<file path="src/rtl/dac_cmd_pkg.sv">
// Shared command encodings and decoded-action bundle for the DAC command register.
// Assumes the command nibble sits in bits 23:20 of a 24-bit word.
package dac_cmd_pkg;

    localparam int WORD_W = 24;
    localparam int FIELD_W = 16;

    typedef enum logic [3:0] {
        CMD_STAGE      = 4'b0000,
        CMD_COMMIT     = 4'b0001,
        CMD_STAGE_COMMIT = 4'b0011,
        CMD_SLEEP      = 4'b0100
    } dac_cmd_e;

    typedef struct packed {
        logic load_stage;   // capture new code into staging register
        logic load_out;     // load output register
        logic out_from_new; // output register takes new code instead of staged
        logic sleep;        // raise powered-down flag
        logic wake;         // clear powered-down flag
    } dac_act_t;

endpackage

</file>
<file path="src/rtl/dac_cmd_decode.sv">
// Turns a strobed command nibble into a set of register actions.
// Assumes the strobe lasts one cycle; with no strobe every action is low.
module dac_cmd_decode
    import dac_cmd_pkg::*;
(
    input  logic       strobe,
    input  logic [3:0] cmd,
    output dac_act_t   act
);

    // Map the command to actions; unknown codes produce no action.
    always_comb begin
        act = '0;
        if (strobe) begin
            case (cmd)
                CMD_STAGE: begin
                    act.load_stage = 1'b1;
                end
                CMD_COMMIT: begin
                    act.load_out = 1'b1;
                    act.wake     = 1'b1;
                end
                CMD_STAGE_COMMIT: begin
                    act.load_stage   = 1'b1;
                    act.load_out     = 1'b1;
                    act.out_from_new = 1'b1;
                    act.wake         = 1'b1;
                end
                CMD_SLEEP: begin
                    act.sleep = 1'b1;
                end
                default: act = '0;
            endcase
        end
    end

endmodule

</file>
<file path="src/rtl/dac_code_field.sv">
// Extracts the left-justified code from the 16-bit data field.
// Assumes RES_BITS is at most 16; bits below the code are discarded.
module dac_code_field #(
    parameter int RES_BITS = 12
) (
    input  logic [15:0]         field,
    output logic [RES_BITS-1:0] code
);

    localparam int PAD_W = 16 - RES_BITS;

    // Take the top RES_BITS bits of the field.
    always_comb begin
        code = field[15 -: RES_BITS];
    end

endmodule

</file>
<file path="src/rtl/dac_reg_pair.sv">
// Staging and output code registers plus the powered-down flag.
// Assumes at most one of sleep/wake is high in a cycle (the decoder guarantees it).
module dac_reg_pair
    import dac_cmd_pkg::*;
#(
    parameter int RES_BITS  = 12,
    parameter bit RESET_MID = 1'b1
) (
    input  logic                clk,
    input  logic                rst_n,
    input  dac_act_t            act,
    input  logic [RES_BITS-1:0] new_code,
    output logic [RES_BITS-1:0] out_code,
    output logic                sleeping
);

    logic [RES_BITS-1:0] rst_code;
    logic [RES_BITS-1:0] stage_q;
    logic [RES_BITS-1:0] out_next;

    // Pick the power-on code from the build parameter.
    generate
        if (RESET_MID) begin : g_rst_mid
            assign rst_code = {1'b1, {(RES_BITS-1){1'b0}}};
        end else begin : g_rst_zero
            assign rst_code = '0;
        end
    endgenerate

    // Choose what the output register loads: new word code or staged code.
    always_comb begin
        out_next = act.out_from_new ? new_code : stage_q;
    end

    // Staging register update.
    always_ff @(posedge clk) begin
        if (!rst_n) begin
            stage_q <= rst_code;
        end else if (act.load_stage) begin
            stage_q <= new_code;
        end
    end

    // Output register update.
    always_ff @(posedge clk) begin
        if (!rst_n) begin
            out_code <= rst_code;
        end else if (act.load_out) begin
            out_code <= out_next;
        end
    end

    // Powered-down flag: set by sleep, cleared by any commit.
    always_ff @(posedge clk) begin
        if (!rst_n) begin
            sleeping <= 1'b0;
        end else if (act.sleep) begin
            sleeping <= 1'b1;
        end else if (act.wake) begin
            sleeping <= 1'b0;
        end
    end

endmodule

</file>
<file path="src/rtl/dac_cmd_regs.sv">
// Top: decodes strobed 24-bit command words and drives the DAC code and power-down flag.
// Assumes word_valid is a single-cycle strobe from an upstream serial receiver.
module dac_cmd_regs
    import dac_cmd_pkg::*;
#(
    parameter int RES_BITS  = 12,
    parameter bit RESET_MID = 1'b1
) (
    input  logic                clk,
    input  logic                rst_n,
    input  logic                word_valid,
    input  logic [23:0]         word_in,
    output logic [RES_BITS-1:0] dac_code,
    output logic                powered_down
);

    dac_act_t            act;
    logic [RES_BITS-1:0] new_code;

    dac_cmd_decode u_decode (
        .strobe (word_valid),
        .cmd    (word_in[23:20]),
        .act    (act)
    );

    dac_code_field #(.RES_BITS(RES_BITS)) u_field (
        .field (word_in[15:0]),
        .code  (new_code)
    );

    dac_reg_pair #(.RES_BITS(RES_BITS), .RESET_MID(RESET_MID)) u_regs (
        .clk      (clk),
        .rst_n    (rst_n),
        .act      (act),
        .new_code (new_code),
        .out_code (dac_code),
        .sleeping (powered_down)
    );

endmodule

</file>
<file path="config.mk">
export PLATFORM = sky130hd
export DESIGN_NAME = dac_cmd_regs
export DESIGN_NICKNAME = d
export VERILOG_FILES = /design/src/rtl/dac_cmd_pkg.sv /design/src/rtl/dac_cmd_decode.sv /design/src/rtl/dac_code_field.sv /design/src/rtl/dac_reg_pair.sv /design/src/rtl/dac_cmd_regs.sv
export SDC_FILE = /design/constraint.sdc
export NUM_CORES = 1
export LEC_CHECK = 0
export CORE_MARGIN = 2
export CORE_UTILIZATION = 45
export CTS_BUF_LIST = sky130_fd_sc_hd__clkbuf_4 sky130_fd_sc_hd__clkbuf_8
export DETAILED_ROUTE_END_ITERATION = 8
export PLACE_DENSITY = 0.88
export SLEW_MARGIN = 10
export SYNTH_ARGS = -nofsm -noshare
export SYNTH_HDL_FRONTEND = slang
export SYNTH_SLANG_ARGS = --single-unit
export TNS_END_PERCENT = 100
</file>
<file path="constraint.sdc">
create_clock -name clk -period 1.25 [get_ports clk]
set_input_delay 0.125 -clock clk [delete_from_list [all_inputs] [get_ports clk]]
set_output_delay 0.125 -clock clk [all_outputs]
set_load 0.03 [all_outputs]
</file>
Yosys cells after proc, flatten, opt, wreduce, memory -nomap -nowiden
Cells that the tools add are included.
Widths: inputs -> output; s select.
{"block": "op_classes", "n_eq_ne": 3, "n_mux": 8, "n_reduce_logical": 4}
{"cell": "$mux 12", "n": 1}
{"cell": "$mux 1", "n": 6}
{"cell": "$mux 5", "n": 1}
{"cell": "$eq 4x1->1 const B", "n": 1}
{"cell": "$eq 4x2->1 const B", "n": 1}
{"cell": "$eq 4x3->1 const B", "n": 1}
{"cell": "$logic_not 4->1", "n": 1}
{"cell": "$reduce_or 2->1", "n": 2}
{"cell": "$reduce_bool 2->1", "n": 1}
{"block": "word_totals", "ff_bits": 25, "in_bits": 27, "output_inout_bits": 13, "wordCells": 18}

Longest topological paths before layout
Gate-level depths: netlist (run 1).
{"block": "logic_depth", "ltp_word": 6, "mapped_depth": 5, "depth_no_buf": 3}

By module
A second synthesis (run 1) with hierarchy kept.
{"block": "hier_totals", "hier_cells": 113, "hier_area_um2": 1156.1}
{"module": "dac_reg_pair", "n_inst": 1, "cells_per_inst": 93, "area_per_inst_um2": 992.2, "seq_area_each_um2": 500.5}
{"module": "dac_code_field", "n_inst": 1, "cells_per_inst": 12, "area_per_inst_um2": 90.1, "seq_area_each_um2": 0.0}
{"module": "dac_cmd_decode", "n_inst": 1, "cells_per_inst": 8, "area_per_inst_um2": 73.8, "seq_area_each_um2": 0.0}

Worst setup path before layout (run 1)
Ideal clock, no wire load.
{"block": "synth_path", "path_type": "in2reg", "start": "in word_in[21]", "end": "reg u_regs.stage_q[0]", "setup_time_ns": 0.072, "t_arrival_ns": 1.079, "required_time_ns": 1.178, "path_slack_ns": 0.099, "stages": 5, "n_path_buf": 2, "cell_sequence": "buf_6 > xor2_1 > nor4b_4 > buf_6 > mux2i_1"}
{"block": "synth_between", "elab_chain_len": 4, "word_cells_on_any_way": 5, "classes_between": "1 x eq/ne; 2 x mux; 2 x reduce/logical"}
{"item": "from (decl)", "line": "dac_cmd_regs.sv:12", "rtl": "input logic [23:0] word_in,"}
{"item": "$eq 4x2->1 / $logic_not 4->1 (equally long branches)", "line": "dac_cmd_decode.sv:15", "rtl": "case (cmd)"}
{"item": "$reduce_or 2->1 (no line) *"}
{"item": "$mux 1 *", "line": "dac_cmd_decode.sv:15"}
{"item": "$mux 5 *", "line": "dac_cmd_decode.sv:14", "rtl": "if (strobe) begin"}
{"item": "to (signal assigned)", "line": "dac_reg_pair.sv:38", "rtl": "stage_q <= rst_code;"}
{"item": "to (signal assigned)", "line": "dac_reg_pair.sv:40", "rtl": "stage_q <= new_code;"}
{"item": "to (decl)", "line": "dac_reg_pair.sv:18", "rtl": "logic [RES_BITS-1:0] stage_q;"}
Every way passes the cells marked *; elsewhere a longest branch is shown, timed or not.
A chain may end at the register's enable or synchronous reset.

Final worst setup path (run 1)
{"block": "layout_path", "start": "in word_in[21]", "end": "reg u_regs.stage_q[11]"}
Same word-level chain as after synthesis.

==> flow_summary.ini, run 1 <==
[status]
status = complete, no violations

[global_routing]
grt_max_degree = 18
antenna_found_initial = 0
grt_overflow = 0
top_usage_layer = met2
use_met2_pct = 33.7
grt_first_pass_wirelength_um = 3850
grtUsageTotal_pct = 18.6
gr-usage-met1_pct = 22.0
met3_usage_pct = 3.61
grt_pass1_vias = 922

[sta]
fin_crit_sh_pct = 97.9
setup_tns_ps = 0
fin_skew_ps = 5.01
slew_headroom_pct = 79.4
fmax_mhz = 817
hold_ws_ps = 349
slew_violations = 0
rsz0062_at_grt = true
fin_ws_ps = 26.5
final_hold_viol_count = 0
period_needed_ps = 1220
setup_viol_count_final = 0
tightest_slew_ps = 310

[setup_path]
start_kind = input port
crit_type = in -> reg
rr_worst_depth = 3
end_kind = register
r2r-start = u_regs.stage_q[11]$_SDFFE_PN1P_
crit_end = u_regs.stage_q[11]$_SDFFE_PN1P_
worst_ep_required_time_ps = 1490
rrSetupSlack_ps = 360
worst_ep_arrival_time_ps = 1460
startpoint = word_in[21]
r2r-end = u_regs.out_code[11]$_SDFFE_PN1P_
worstPathMaxFanout = 12

[logic_synthesis]
synth_top_family_by_area = multiplexers
synth_compound_gate_area_share_pct = 10.2
synth_seq_cells = 25
yosysWarnings = 0
yosysUniqueCellTypes = 16
synth_seq_area_share_pct = 44.3
synth_mux_area_share_pct = 22.3
syn_avg_cell_area_um2 = 9.82
syn_area_mm2 = 0.00113
synth-simple-area-share_pct = 17.1
synth_xor_area_share_pct = 0.775
synth_adder_area_share_pct = 0
synthCells = 115
syn_nets = 142

[routing]
vias = 920
routedWlPerCell_um = 13.5
routed_wl_um = 2440
first_pass_iters = 3
drc = 0
drtIter0Drc = 4
vias_per_cell = 5.11
ant_nets = 0

[pwr]
ir_worst_vdd_mv = 0.647
p_total_mw = 1.46
p_per_area_mw_per_mm2 = 936
p_leak_nw = 0.791

[min_path]
holdCritPathClass = in -> reg

[place]
place_area_mm2 = 0.00154
hpwl_um = 1880
port_buffers = 31
routabilityCongestion = 0.689
dp.cells = 176
pre_cts_ws_ps = -349

[clock_network]
cts_tree = built
clock_latency_ps = 310
clk_path_buf_depth = 2
clock-sinks = 25
clk_pin_slew_ps = 130
htree_levels = 1
cts_buffers = 3
clock-root-buffer = clkbuf_4

[finish]
stdcell_count = 180
fillCellCount = 200
final_cell_mix = nand2_1 (34), dfxtp_1 (25), mux2i_1 (24)
multiInputGateArea_um2 = 583
drive_above_1_share_pct = 11.3
fin_area_mm2 = 0.00156
syn_to_final_growth_pct = 37.8
ff_latch_area_um2 = 500
final_common_cell = nand2_1
utilization_pct = 64.0
diodes = 0
fin_nets = 178

[floorplanning]
num_rows = 18
die_h_um = 54.1
fp.dieW_um = 54.1
die_area_mm2 = 0.00293
coreArea_mm2 = 0.00243
initial_core_util_pct = 46.5
ios = 40

[flow_run]
drv_cap = 0
==> worst min-delay path by stage <==
stage / startpoint / to / slack (ps) / cells after the start
finish: word_in[22] / u_regs.sleeping$_SDFFE_PN0P_ / 350 / 4
global route: word_in[22] / u_regs.sleeping$_SDFFE_PN0P_ / 360 / 4
CTS: word_in[14] / u_regs.stage_q[10]$_SDFFE_PN0P_ / 390 / 3
detailed placement: u_regs.stage_q[4]$_SDFFE_PN0P_ / u_regs.stage_q[4]$_SDFFE_PN0P_ / 450 / 2
global placement: u_regs.stage_q[2]$_SDFFE_PN0P_ / u_regs.stage_q[2]$_SDFFE_PN0P_ / 440 / 2
floorplan: word_in[4] / u_regs.stage_q[0]$_SDFFE_PN0P_ / 270 / 2
==> kinds of logic (layout without fill, tap and decap cells) <==
| kind of cell | after synthesis | in the layout |
|---|---|---|
| XOR/XNOR | 1 | 1 |
| multiplexers | 25 | 25 |
| buffers and inverters | 11 | 46 |
| flip-flops | 25 | 25 |
| AO/OA/AOI/OAI | 12 | 12 |
| AND/OR/NAND/NOR | 41 | 41 |
==> where the power goes <==
group          internal [mW]  leakage [nW]  total (mW)  switching, mW
clock network          0.146        0.0184       0.373          0.227
logic                  0.133         0.570       0.252          0.119
registers              0.820         0.203       0.831         0.0117
==> flip-flops by register name, summed over array words and instances, names as in the netlist <==
register,cells
u_regs.out_code,12
u_regs.stage_q,12
u_regs.sleeping,1
==> layer usage <==
metal	wire length, um	vias to the layer above
met3	101	2
met4	6	0
met2	1190	24
met5	0	-
met1	1130	433
li1	-	461
==> area by class of cell <==
class | count | area share [%]
multi-input cells | 79 | 37.5
flip-flops and latches | 25 | 32.2
repair buffers | 41 | 25.8
well taps | 30 | 2.41
clock buffers | 4 | 1.93
inverters | 1 | 0.241
==> synth_stat cells <==
library cell | instances | area, um2
buf_6 | 2 | 22.5
o21ai_0 | 1 | 5.00
xor2_1 | 1 | 8.76
mux2i_1 | 24 | 240
nor3_1 | 1 | 5.00
nand2_1 | 34 | 128
nor4b_4 | 1 | 23.8
clkbuf_1 | 4 | 15.0
inv_1 | 1 | 3.75
o211a_1 | 11 | 110
mux2_2 | 1 | 11.3
dfxtp_1 | 25 | 500
buf_2 | 4 | 20.0
nor4bb_1 | 2 | 20.0
nor2b_1 | 2 | 12.5
nor2_1 | 1 | 3.75
==> repair_timing <==
item                       4_1_cts  5_1_grt
setup endpoints to repair       14        8
hold buffers                     0        0
resized for setup               15        3
pin swaps                        0        0
buffers inserted                 0        0
==> worst max-delay path: stages <==
cell and delay [ps]:
clkdlybuf4s50_1 460, xor2_1 210, nor4b_4 270, buf_12 200, mux2i_1 200
(Power assumes the default switching activity.)
==> inputs of run 2 (changes only) <==
- CORE_UTILIZATION: 45 -> 46
- PLACE_DENSITY: 0.88 -> 0.9
==> run 2 against run 1 <==
Register-to-register slack worse by 20 ps. Critical path depth is 4 lower. Sequential power hardly changed. Core utilization is 6.3 points higher. Sequential share of layout area is 0.88 points lower. Sequential cell count stayed put. Global-route usage is 0.42 points higher. Fmax is 0.51% higher. Largest cell class unchanged.
==> flow_summary.ini, run 2 (synthesis results as in run 1) <==
[clock_network]
clk_path_buf_depth = 2
clock_latency_ps = 320
htree_levels = 1
clk_pin_slew_ps = 130
cts_tree = built
clock-root-buffer = clkbuf_4
clock-sinks = 25
cts_buffers = 3

[floorplanning]
fp.dieW_um = 53.6
initial_core_util_pct = 49.6
die_h_um = 53.6
num_rows = 17
coreArea_mm2 = 0.00228
ios = 40
die_area_mm2 = 0.00287

[sta]
fmax_mhz = 822
slew_headroom_pct = 78.6
setup_viol_count_final = 0
fin_ws_ps = 32.7
fin_skew_ps = 3.53
final_hold_viol_count = 0
fin_crit_sh_pct = 97.4
slew_violations = 0
period_needed_ps = 1220
rsz0062_at_grt = true
tightest_slew_ps = 322

[setup_path]
path_delay_family = buffers and inverters
end_kind = primary output
cp_slowest_cell = dlygate4sd2_1
rrSetupSlack_ps = 340
worstPathMaxFanout = 2
critPathBufInv = 1
worst_ep_required_time_ps = 1120
worst_ep_arrival_time_ps = 1090
crit_type = reg -> out
crit_chain = dlygate4sd2_1
max_stage_delay_ps = 400
start_kind = register

[routing]
vias_per_cell = 5.20
first_pass_iters = 4
ant_nets = 0
vias = 931
routedWlPerCell_um = 14.0
drtIter0Drc = 26
drc = 0
routed_wl_um = 2510

[place]
place_area_mm2 = 0.00154
pre_cts_ws_ps = -340
port_buffers = 31
dp.cells = 173
routabilityCongestion = 0.719
hpwl_um = 1750

[finish]
syn_to_final_growth_pct = 41.6
diodes = 0
ff_latch_area_um2 = 500
fillCellCount = 189
fin_area_mm2 = 0.00160
drive_above_1_share_pct = 12.6
final_common_cell = nand2_1
fin_nets = 179
multiInputGateArea_um2 = 587
reg_top3 = u_regs.out_code x12, u_regs.stage_q x12, u_regs.sleeping x1
stdcell_count = 179
final_cell_mix = nand2_1 (34), dfxtp_1 (25), mux2i_1 (23)
utilization_pct = 70.3

[pwr]
p_leak_nw = 0.812
ir_worst_vdd_mv = 0.707
p_total_mw = 1.48
p_per_area_mw_per_mm2 = 928

[status]
status = complete, no violations

[global_routing]
grt_pass1_vias = 939
grt_max_degree = 25
grtUsageTotal_pct = 19.0
grt_overflow = 0
antenna_found_initial = 0
grt_first_pass_wirelength_um = 3950

[flow_run]
drv_cap = 0

[min_path]
holdCritPathClass = in -> reg
-- run 2: cell count changes in the layout (fill, tap and decap cells not counted), sizes merged --
| cell | before | now |
|---|---|---|
| clkdlybuf4s15 | 2 | 4 |
| clkbuf | 4 | 5 |
| dlygate4sd2 | 12 | 9 |
| dlymetal6s2s | 1 | 3 |
| clkdlybuf4s50 | 16 | 15 |
-- run 2: worst paths after layout --
| path | from | endpoint | cells after the start |
|---|---|---|---|
| worst max-delay path | u_regs.out_code[11]$_SDFFE_PN1P_ | dac_code[11] | 1 |
| worst min-delay path | word_in[20] | u_regs.sleeping$_SDFFE_PN0P_ | 4 |
| worst max register to register | u_regs.stage_q[11]$_SDFFE_PN1P_ | u_regs.out_code[11]$_SDFFE_PN1P_ | 3 |
| worst min register to register | u_regs.stage_q[2]$_SDFFE_PN0P_ | u_regs.stage_q[2]$_SDFFE_PN0P_ | 2 |
-- run 2: through the flow --
step                      hold WS, ps  TNS [ps]
after detailed placement          447     -7440
after CTS                         384         0
after global routing              288     -39.6
final                             223         0
after floorplan                   267         0
after global placement            442     -6430
-- run 2: power breakdown --
part	total, mW	switching (mW)	internal, mW
clock network	0.389	0.242	0.147
logic	0.264	0.122	0.142
registers	0.831	0.0115	0.820
-- run 2: area by class of cell --
| cell class | count | area share [%] |
|---|---|---|
| timing repair buffer | 42 | 27.8 |
| tap | 28 | 2.19 |
| inverter | 1 | 0.235 |
| sequential | 25 | 31.3 |
| clock buffer | 4 | 1.88 |
| multi-input combinational | 79 | 36.7 |
-- run 2: timing repair --
action                                  4_1_cts  5_1_grt
hold buffers                                  0        0
endpoints found under the setup margin       13       17
buffers inserted                              0        1
resized for setup                            13        8
cloned                                        0        1
pin swaps                                     0        1
-- run 2: routing by layer --
layer	vias up	part of all wire, %	global-route usage, %
met5	-	0	0
met1	435	47	24.7
met3	2	4.9	3.61
met2	29	47	31.1
met4	0	0.88	7.69
li1	465	-	-
==> inputs of run 3 (changes only) <==
--- a/constraint.sdc
+++ b/constraint.sdc
@@ -3,2 +3,2 @@
 set_output_delay 0.125 -clock clk [all_outputs]
-set_load 0.03 [all_outputs]
+set_load 0.02 [all_outputs]
==> run 3 against run 2 <==
Routed wire length is 0.12% higher. Via count is 0.21% lower. Sequential cell count stayed put. Cell count stayed put. Die area stayed put. Sequential power hardly changed. Sequential share of layout area is 0.098 points higher. Global-route usage stayed put. Worst setup slack better by 17 ps. Core utilization is 0.22 points lower. Clock skew hardly changed. Combinational power is 4% lower. Critical path type is now in -> reg.
==> flow_summary.ini, run 3 (synthesis results as in run 1) <==
[place]
pre_cts_ws_ps = -340
dp.cells = 173
port_buffers = 31
routabilityCongestion = 0.719
hpwl_um = 1750
place_area_mm2 = 0.00154

[global_routing]
grt_first_pass_wirelength_um = 3950
antenna_found_initial = 0
grt_pass1_vias = 939
grt_max_degree = 25
grtUsageTotal_pct = 19.0
grt_overflow = 0

[routing]
drtIter0Drc = 27
wl_met3_um = 118
top_layer = met4
vias = 929
wl_met2_um = 1200
vias_per_cell = 5.19
first_pass_iters = 4
drc = 0
met1_length_um = 1170
ant_nets = 0
routed_wl_um = 2510
routedWlPerCell_um = 14.0

[sta]
rsz0062_at_grt = true
slew_violations = 0
fin_ws_ps = 49.9
tightest_slew_ps = 271
setup_viol_count_final = 0
final_hold_viol_count = 0
fmax_mhz = 833
fin_crit_sh_pct = 96.0
fin_skew_ps = 3.68
period_needed_ps = 1200
slew_headroom_pct = 81.9

[pwr]
p_per_area_mw_per_mm2 = 924
pwr-share-comb_pct = 17.2
ir_worst_vdd_mv = 0.670
power_frac_seq_pct = 56.4
pwr-share-clk_pct = 26.4
p_total_mw = 1.47
swShare_pct = 24.9
p_switching_uw = 366
p_leak_nw = 0.826
internal-power_mw = 1.11

[setup_path]
end_kind = register
crit_type = in -> reg
worst_ep_arrival_time_ps = 1430
worst_ep_required_time_ps = 1480
critPathBufInv = 3
worstPathMaxFanout = 6
max_stage_delay_ps = 510
cp_slowest_cell = clkdlybuf4s50_1
path_delay_family = buffers and inverters
start_kind = input port
crit_chain = clkdlybuf4s50_1, nor4bb_4, buf_4, buf_12, nand2_1, o211a_1

[finish]
final_cell_mix = nand2_1 (34), dfxtp_1 (25), mux2i_1 (23)
reg_top3 = u_regs.out_code x12, u_regs.stage_q x12, u_regs.sleeping x1
diodes = 0
stdcell_count = 179
fin_nets = 179
drive_above_1_share_pct = 12.6
utilization_pct = 70.1
syn_to_final_growth_pct = 41.2
final_common_cell = nand2_1
fin_area_mm2 = 0.00160

[floorplanning]
num_rows = 17
fp.dieW_um = 53.6
die_h_um = 53.6
coreArea_mm2 = 0.00228
die_area_mm2 = 0.00287
ios = 40
initial_core_util_pct = 49.6

[flow_run]
drv_cap = 0

[clock_network]
clk_path_buf_depth = 2
clk_pin_slew_ps = 140
cts_tree = built
clock-root-buffer = clkbuf_4
clock_latency_ps = 320
htree_levels = 1
clock-sinks = 25
cts_buffers = 3

[min_path]
holdCritPathClass = in -> reg

[status]
status = complete, no violations
run 3: changes by cell type in the layout (fill, tap and decap cells not counted):
cell	change
clkdlybuf4s15_1	-4
dlygate4sd2_1	+4
run 3: path summary, 6_finish.rpt:
check / startpoint / to / slack [ps] / depth (start not counted)
worst min register to register: u_regs.stage_q[2]$_SDFFE_PN0P_ / u_regs.stage_q[2]$_SDFFE_PN0P_ / 470 / 2
worst max-delay path: word_in[22] / u_regs.out_code[10]$_SDFFE_PN0P_ / 50 / 6
worst max register to register: u_regs.stage_q[11]$_SDFFE_PN1P_ / u_regs.out_code[11]$_SDFFE_PN1P_ / 350 / 3
worst min-delay path: word_in[20] / u_regs.sleeping$_SDFFE_PN0P_ / 230 / 4
run 3: layout make-up:
class	count	area, um2
Fill cell	189	681
Multi-Input combinational cell	79	587
Sequential cell	25	500
Timing Repair Buffer	42	439
Tap cell	28	35.0
Clock buffer	4	30.0
Inverter	1	3.75
run 3: power groups by stage:
stage	sequential, mW	combinational [mW]	clock [mW]
final	0.831	0.254	0.389
after global routing	0.834	0.274	0.412
after CTS	0.831	0.248	0.389
after detailed placement	0.849	0.255	0
after global placement	0.848	0.248	0
after floorplan	0.863	0.107	0
run 3: through the flow:
| step | hold WS, ps | setup TNS, ps |
|---|---|---|
| 2_1_floorplan | 267 | 0 |
| 3_3_place_gp | 442 | -6430 |
| 3_5_place_dp | 447 | -7440 |
| 4_1_cts | 384 | 0 |
| 5_1_grt | 300 | -23.7 |
| 6_report | 229 | 0 |
run 3: repair_timing:
item                                    4_1_cts  5_1_grt
gates resized for setup                      13        4
gates cloned                                  0        1
hold buffers                                  0        0
pin swaps                                     0        1
endpoints found under the setup margin       13       13
buffers inserted                              0        1
run 3: per-layer routing:
layer,global-route usage (%),vias up
li1,-,465
met1,24.7,437
met2,31.1,25
met3,3.61,2
met4,7.69,0
met5,0,-
run 3: worst reg2reg max path: stages, from the launching register on:
cell and delay, ps:
dfxtp_1 330, mux2_2 250, mux2i_1 140, nand2_1 80
